$ cat src/rtl/eint_pkg.sv
package eint_pkg;
   localparam int WORD_W = 32;

   localparam logic [4:0] SEL_STAT     = 5'd0;
   localparam logic [4:0] SEL_ACK      = 5'd1;
   localparam logic [4:0] SEL_MASK     = 5'd2;
   localparam logic [4:0] SEL_MASK_SET = 5'd3;
   localparam logic [4:0] SEL_MASK_CLR = 5'd4;
   localparam logic [4:0] SEL_SENS     = 5'd5;
   localparam logic [4:0] SEL_SENS_SET = 5'd6;
   localparam logic [4:0] SEL_SENS_CLR = 5'd7;
   localparam logic [4:0] SEL_SOFT     = 5'd8;
   localparam logic [4:0] SEL_SOFT_SET = 5'd9;
   localparam logic [4:0] SEL_SOFT_CLR = 5'd10;
   localparam logic [4:0] SEL_POL      = 5'd12;
   localparam logic [4:0] SEL_POL_SET  = 5'd13;
   localparam logic [4:0] SEL_POL_CLR  = 5'd14;
   localparam logic [4:0] SEL_DOM      = 5'd16;

   function automatic logic [WORD_W-1:0] port_valid(int pins, int port);
      logic [WORD_W-1:0] v;
      for (int i = 0; i < WORD_W; i++) v[i] = ((port * WORD_W + i) < pins);
      return v;
   endfunction

   function automatic logic [WORD_W-1:0] set_clr(logic [WORD_W-1:0] cur,
                                                 logic do_set, logic do_clr,
                                                 logic [WORD_W-1:0] bits);
      logic [WORD_W-1:0] nxt;
      nxt = cur;
      if (do_set) nxt = nxt | bits;
      if (do_clr) nxt = nxt & ~bits;
      return nxt;
   endfunction
endpackage

$ cat src/rtl/eint_sync.sv
module eint_sync #(
   parameter int WIDTH  = 32,
   parameter int STAGES = 2
) (
   input  logic             clk,
   input  logic             rst_n,
   input  logic [WIDTH-1:0] d_i,
   output logic [WIDTH-1:0] q_o
);
   if (STAGES < 2) begin : g_bad_stages
      $error("eint_sync needs at least two stages");
   end

   logic [WIDTH-1:0] chain [STAGES];

   always_ff @(posedge clk or negedge rst_n) begin
      if (!rst_n) begin
         for (int s = 0; s < STAGES; s++) chain[s] <= '0;
      end else begin
         chain[0] <= d_i;
         for (int s = 1; s < STAGES; s++) chain[s] <= chain[s-1];
      end
   end

   assign q_o = chain[STAGES-1];
endmodule

$ cat src/rtl/eint_port.sv
module eint_port
   import eint_pkg::*;
#(
   parameter logic [31:0] VALID = 32'hFFFF_FFFF
) (
   input  logic        clk,
   input  logic        rst_n,
   input  logic        wr_hit,
   input  logic [4:0]  sel,
   input  logic [31:0] wdata,
   input  logic [31:0] pin_s,
   output logic [31:0] mask_q,
   output logic [31:0] sens_q,
   output logic [31:0] pol_q,
   output logic [31:0] soft_q,
   output logic [31:0] dom_q,
   output logic [31:0] pend_q,
   output logic [31:0] stat_o,
   output logic [31:0] rd_o,
   output logic        req_o
);
   logic [31:0] bits;
   logic [31:0] prev_q;
   logic [31:0] rise, fall, hit, ack, lvl;

   assign bits = wdata & VALID;

   always_ff @(posedge clk or negedge rst_n) begin
      if (!rst_n) begin
         mask_q <= VALID;
         sens_q <= '0;
         pol_q  <= '0;
         soft_q <= '0;
         dom_q  <= '0;
      end else begin
         mask_q <= set_clr(mask_q, wr_hit && sel == SEL_MASK_SET,
                           wr_hit && sel == SEL_MASK_CLR, bits);
         sens_q <= set_clr(sens_q, wr_hit && sel == SEL_SENS_SET,
                           wr_hit && sel == SEL_SENS_CLR, bits);
         pol_q  <= set_clr(pol_q, wr_hit && sel == SEL_POL_SET,
                           wr_hit && sel == SEL_POL_CLR, bits);
         soft_q <= set_clr(soft_q, wr_hit && sel == SEL_SOFT_SET,
                           wr_hit && sel == SEL_SOFT_CLR, bits);
         if (wr_hit && sel == SEL_DOM) dom_q <= bits;
      end
   end

   // edge detection on raw synchronized levels, polarity only picks the edge
   assign rise = pin_s & ~prev_q;
   assign fall = ~pin_s & prev_q;
   assign hit  = ((pol_q & rise) | (~pol_q & fall)) & ~sens_q & dom_q & VALID;
   assign ack  = (wr_hit && sel == SEL_ACK) ? bits : '0;
   assign lvl  = pin_s ~^ pol_q;

   always_ff @(posedge clk or negedge rst_n) begin
      if (!rst_n) begin
         prev_q <= '0;
         pend_q <= '0;
      end else begin
         prev_q <= pin_s & VALID;
         pend_q <= (pend_q & ~ack) | hit;
      end
   end

   assign stat_o = dom_q & VALID & (soft_q | (sens_q & lvl) | (~sens_q & pend_q));
   assign req_o  = |(stat_o & ~mask_q);

   always_comb begin
      unique case (sel)
         SEL_STAT: rd_o = stat_o;
         SEL_MASK: rd_o = mask_q;
         SEL_SENS: rd_o = sens_q;
         SEL_SOFT: rd_o = soft_q;
         SEL_POL:  rd_o = pol_q;
         SEL_DOM:  rd_o = dom_q;
         default:  rd_o = '0;
      endcase
   end
endmodule

$ cat src/rtl/eint_ctrl.sv
module eint_ctrl
   import eint_pkg::*;
#(
   parameter int NUM_PINS    = 40,
   parameter int SYNC_STAGES = 2
) (
   input  logic                clk,
   input  logic                rst_n,
   input  logic [NUM_PINS-1:0] pin_i,
   input  logic                wr_en,
   input  logic                rd_en,
   input  logic [10:2]         addr,
   input  logic [31:0]         wdata,
   output logic [31:0]         rdata,
   output logic                irq_o
);
   localparam int NUM_PORTS = (NUM_PINS + WORD_W - 1) / WORD_W;
   localparam int PAD       = NUM_PORTS * WORD_W;

   if (NUM_PINS < 1 || NUM_PINS > 512) begin : g_bad_pins
      $error("NUM_PINS must lie in 1..512 (16 words per window)");
   end

   logic [4:0]     sel;
   logic [3:0]     word;
   logic [PAD-1:0] pin_pad, pin_s;
   logic [PAD-1:0] mask_v, sens_v, pol_v, soft_v, dom_v, pend_v, stat_v;
   logic [31:0]    rd_word [NUM_PORTS];
   logic [NUM_PORTS-1:0] req_v;
   logic [31:0]    rd_mux;

   assign sel  = addr[10:6];
   assign word = addr[5:2];

   assign pin_pad[NUM_PINS-1:0] = pin_i;
   if (PAD > NUM_PINS) begin : g_pad
      assign pin_pad[PAD-1:NUM_PINS] = '0;
   end

   eint_sync #(.WIDTH(PAD), .STAGES(SYNC_STAGES)) u_sync (
      .clk   (clk),
      .rst_n (rst_n),
      .d_i   (pin_pad),
      .q_o   (pin_s)
   );

   for (genvar p = 0; p < NUM_PORTS; p++) begin : g_port
      eint_port #(.VALID(port_valid(NUM_PINS, p))) u_port (
         .clk    (clk),
         .rst_n  (rst_n),
         .wr_hit (wr_en && (int'(word) == p)),
         .sel    (sel),
         .wdata  (wdata),
         .pin_s  (pin_s[p*WORD_W +: WORD_W]),
         .mask_q (mask_v[p*WORD_W +: WORD_W]),
         .sens_q (sens_v[p*WORD_W +: WORD_W]),
         .pol_q  (pol_v[p*WORD_W +: WORD_W]),
         .soft_q (soft_v[p*WORD_W +: WORD_W]),
         .dom_q  (dom_v[p*WORD_W +: WORD_W]),
         .pend_q (pend_v[p*WORD_W +: WORD_W]),
         .stat_o (stat_v[p*WORD_W +: WORD_W]),
         .rd_o   (rd_word[p]),
         .req_o  (req_v[p])
      );
   end

   always_comb begin
      rd_mux = '0;
      for (int p = 0; p < NUM_PORTS; p++)
         if (int'(word) == p) rd_mux = rd_word[p];
   end

   always_ff @(posedge clk or negedge rst_n) begin
      if (!rst_n)     rdata <= '0;
      else if (rd_en) rdata <= rd_mux;
   end

   assign irq_o = |req_v;
endmodule

$ cat config.mk
export PLATFORM = sky130hd
export DESIGN_NAME = eint_ctrl
export DESIGN_NICKNAME = d
export VERILOG_FILES = /design/src/rtl/eint_pkg.sv /design/src/rtl/eint_sync.sv /design/src/rtl/eint_port.sv /design/src/rtl/eint_ctrl.sv
export SDC_FILE = /design/constraint.sdc
export NUM_CORES = 1
export LEC_CHECK = 0
export ABC_AREA = 1
export BUFFER_PORTS_ARGS = -buffer_cell sky130_fd_sc_hd__buf_2
export CORE_AREA = 2 2 385 196
export CTS_CLUSTER_SIZE = 28
export DETAILED_ROUTE_END_ITERATION = 10
export DIE_AREA = 0 0 387 198
export GPL_ROUTABILITY_DRIVEN = 0
export PLACE_DENSITY = 0.43
export SLEW_MARGIN = 20
export SYNTH_ARGS = -nofsm -noshare
export SYNTH_HDL_FRONTEND = slang
export SYNTH_HIERARCHICAL = 1
export SYNTH_SLANG_ARGS = --single-unit
$ cat constraint.sdc
create_clock -name clk -period 1.7 [get_ports clk]
set_input_delay 0.34 -clock clk [delete_from_list [all_inputs] [get_ports clk]]
set_output_delay 0.34 -clock clk [all_outputs]
set_load 0.05 [all_outputs]
[Yosys cells after proc, flatten, opt, wreduce, memory -nomap -nowiden]
Cells that the tools add are included.
Storage, ports and cells
  word-level logic and storage cells: 141
  flip-flop bits (word level): 512
  output and inout port bits: 33
Cells by class
  eq/ne operators: 15
  muxes and demuxes: 22
  bitwise operators: 62
  reductions and logical operators: 25
Operators by type and width (count)
  32-bit bitwise AND: 23
  32-bit 2-to-1 mux: 19
  32-bit one-hot mux with 6 select lines: 2
  32-bit NOT: 10
  32-bit bitwise OR: 10
  32-bit by 8-bit bitwise OR with 32-bit output: 5
  64-bit OR reduction: 1
  8-bit bitwise AND: 6
  8-bit by 32-bit bitwise AND with 32-bit output: 1
  8-bit NOT with 32-bit output: 1
  32-bit bitwise XNOR: 1
  8-bit by 32-bit bitwise XNOR with 32-bit output: 1
  5-bit by 4-bit equality test with 1-bit output, second input constant: 6
  8-bit NOT: 3
  1-bit logical AND: 22
  5-bit by 3-bit equality test with 1-bit output, second input constant: 4
  5-bit by 2-bit equality test with 1-bit output, second input constant: 2
  8-bit 2-to-1 mux: 1
  8-bit bitwise OR: 1
  5-bit by 1-bit equality test with 1-bit output, second input constant: 1
  5-bit equality test, second input constant: 1
  5-bit logical NOT: 1
  4-bit by 2-bit equality test with 1-bit output, second input constant: 1
  4-bit logical NOT: 1

[Depth between registers and ports, before layout]
  word-level depth: 8
  depth in mapped cells: 12
  mapped depth without buffers: 11

[By module]
The synthesis kept the hierarchy.
Modules (own cells, without submodules)
  eint_port at g_port[0].u_port: cells an instance 1434, instances 1, area an instance 11663.7 um2
  eint_port at g_port[1].u_port: cells an instance 594, instances 1, area an instance 4486.8 um2
  eint_sync: cells an instance 192, instances 1, area an instance 3683.5 um2
  eint_ctrl: cells an instance 256, instances 1, area an instance 1981.9 um2

[Worst setup path before layout]
Ideal clock, no wire load.
  path type: input port to flip-flop
  from: input port addr[5] (netlist bit)
  to: register (tool-made name)
  data arrival time: 1.869 ns
  library setup time: 0.082 ns
  path buffers: 3
  setup slack: -0.251 ns
  stages on the path: 12
  path through: nor2_2 -> buf_6 -> buf_6 -> nand2_1 -> nor2_1 -> inv_1 -> nor2_2 -> nand2_2 -> nor3_4 -> buf_6 -> nand2_1 -> a22oi_2
RTL lines
  from (decl): RTL line eint_ctrl.sv:12  | input logic [10:2] addr,

==> reports/metrics.csv <==
stage,metric,value,unit
outcome,run_status,finished with violations,
outcome,violations,setup timing,
floorplan,floorplan.die_area,76630,um^2
run,max_capacitance_violation_count,0,
setup_path,data_required_critical_path,1.36,ns
drt,wl_per_cell,19.97,um
final_layout,fillCellCount,7528,
drt,remaining_drc_errors,0,
sta,tightest_slew,0.7785,ns
final_layout,final_core_utilization,35.25,%
sta,rsz0062_at_grt,yes,
drt,post_route_wl,74760,um
global_routing,groute.usage.overall,19.46,%
power,report.power.total,21.06,mW
yosys,ys.warnings.count,6,
drt,vias,17670,
sta,hold_viol,0,
drt,first_pass_iters,5,
floorplan,placeableCoreArea,73820,um^2
setup_path,setup.reg_to_reg.worst_slack,-0.65,ns
setup_path,end_kind,output pin,
final_layout,synthToLayoutAreaGrowth,35.87,%
sta,timing.final.crit_share,162.5,%
clock_tree,cts-buffers-inserted,41,
clock_tree,clock_tree_buffer_depth,3,
placed_design,port_buffers,117,
setup_path,setup.worst_path.start_class,register,
sta,clock_skew,0.03148,ns
sta,slew_violations,0,
sta,max-slew-margin-rel,48.03,%
final_layout,final_cell_mix,"515 x sky130_fd_sc_hd__nand2_1, 400 x sky130_fd_sc_hd__buf_4, 347 x sky130_fd_sc_hd__dfrtp_1",
clock_tree,clockRootBuffer,sky130_fd_sc_hd__clkbuf_16,
worst_hold_path,min-delay-path-class,primary input to register,
sta,maxClockFrequency,362.0,MHz
power,static-leakage-power,12.00,nW
floorplan,ios,118,
global_routing,antenna_found_initial,2,
global_routing,grt_pass1_wl,111600,um
global_routing,gr-total-overflow,0,
sta,fin_tns_setup,-1.708,ns
final_layout,nNetsFinal,2810,
floorplan,die_span_x,387,um
setup_path,endpoint,irq_o,
setup_path,rr_worst_depth,10,
yosys,syn_avg_cell_area,8.582,um^2
yosys,post_synth_instance_area,19150,um^2
clock_tree,clk_pin_slew_worst_paths,0.07,ns
clock_tree,tritoncts,built,
drt,viasPerCell,4.722,
final_layout,drive_gt1_share,31.37,%
global_routing,grt_start_max_net_pins,65,
sta,final_period_minus_worst_setup_slack,2.763,ns
global_routing,first_global_vias,17420,
final_layout,final_common_cell,sky130_fd_sc_hd__nand2_1,
floorplan,fp-row-count,71,
yosys,synth_cells,2232,
setup_path,worstReg2RegStart,g_port[0].u_port/dom_q[22],
floorplan,die-height,198,um
clock_tree,clock_insertion_delay_at_the_later_pin_of_the_skew_report,0.58,ns
placed_design,hpwl,54180,um
sta,setup-violations-final,2,
power,power.ir.vdd_worst,0.6257,mV
clock_tree,numClockSinks,392,
setup_path,criticalPathCategory,register to output pin,
drt,drt_iter0_drc,1395,
clock_tree,cts_htree_levels,2,
setup_path,cp_max_fo,3,
setup_path,critPathArrivalTime,2.42,ns
floorplan,initial_utilization,25.95,%
sta,final_worst_path_setup_slack,-1.063,ns
drt,antenna_left,0,
power,power_per_unit_of_standard_cell_area,809.2,nW/um^2
setup_path,worstReg2RegEnd,rdata[22],
==> worst max-delay path, stage by stage (launching register included) <==
cell	delay, ns
sky130_fd_sc_hd__dfrtp_1	0.42
sky130_fd_sc_hd__inv_2	0.08
sky130_fd_sc_hd__nand2_1	0.07
sky130_fd_sc_hd__nand3_2	0.08
sky130_fd_sc_hd__nand2_1	0.06
sky130_fd_sc_hd__nand3_2	0.09
sky130_fd_sc_hd__nand2_4	0.09
sky130_fd_sc_hd__nor2_4	0.24
sky130_fd_sc_hd__nand2_2	0.10
sky130_fd_sc_hd__nor2_4	0.12
sky130_fd_sc_hd__nand2_4	0.09
sky130_fd_sc_hd__or2_4	0.25
sky130_fd_sc_hd__buf_8	0.15
==> layer usage <==
metal / share of wire [%] / wire length, um / track usage (%)
met5: 0 / 0 / 0
met4: 1.9 / 1439 / 4.009
met3: 8.9 / 6629 / 5.600
met2: 39 / 28940 / 26.35
met1: 51 / 37760 / 29.97
==> per-stage QoR <==
stage	cell area (um^2)	hold slack (ns)	setup WS, ns	cells
3_5_place_dp	23690	0.3249	-0.9458	3601
2_1_floorplan	19330	0.04441	-0.1781	2255
5_1_grt	26030	0.02424	-1.168	3743
3_3_place_gp	23690	0.3231	-0.9952	3601
6_report	26030	0.04040	-1.063	3743
4_1_cts	25700	0.002578	-1.094	3725
==> report_power, final <==
group / total (mW) / leakage [nW] / switching [mW] / internal [mW]
clock network: 8.93 / 0.635 / 4.04 / 4.89
logic: 2.25 / 6.77 / 1.38 / 0.875
registers: 9.88 / 4.60 / 0.214 / 9.66
total: 21.1 / 12.0 / 5.63 / 15.4
==> worst min path at each step <==
stage | startpoint | end | slack, ns | cells after the start
after floorplan | rst_n | asynchronous set/reset pin | 0.04 | 0
after global placement | rst_n | u_sync/chain[82] | 0.32 | 1
after detailed placement | rst_n | u_sync/chain[82] | 0.32 | 1
after CTS | wdata[25] | register | 0.003 | 2
after global routing | wdata[26] | register | 0.02 | 2
final | wdata[8] | register | 0.04 | 2
==> final cells by class <==
type	count	area, um^2	share of cell area, %
diodes	1	2.502	0.009615
clock buffers	62	1196	4.596
clock inverters	13	86.33	0.3317
inverters	261	983.4	3.779
multi-input cells	1423	7699	29.58
flip-flops and latches	392	9866	37.91
well taps	985	1232	4.736
repair buffers	606	4960	19.06
==> timing repair <==
| item | CTS | global route |
|---|---|---|
| hold endpoints to repair | 75 | 0 |
| setup buffers | 3 | 17 |
| gates cloned | 0 | 0 |
| setup endpoints to repair | 8 | 11 |
| pin swaps | 16 | 31 |
| hold buffers | 47 | 0 |
| gates resized for setup | 63 | 56 |
Power figures use the tool's default switching activity.
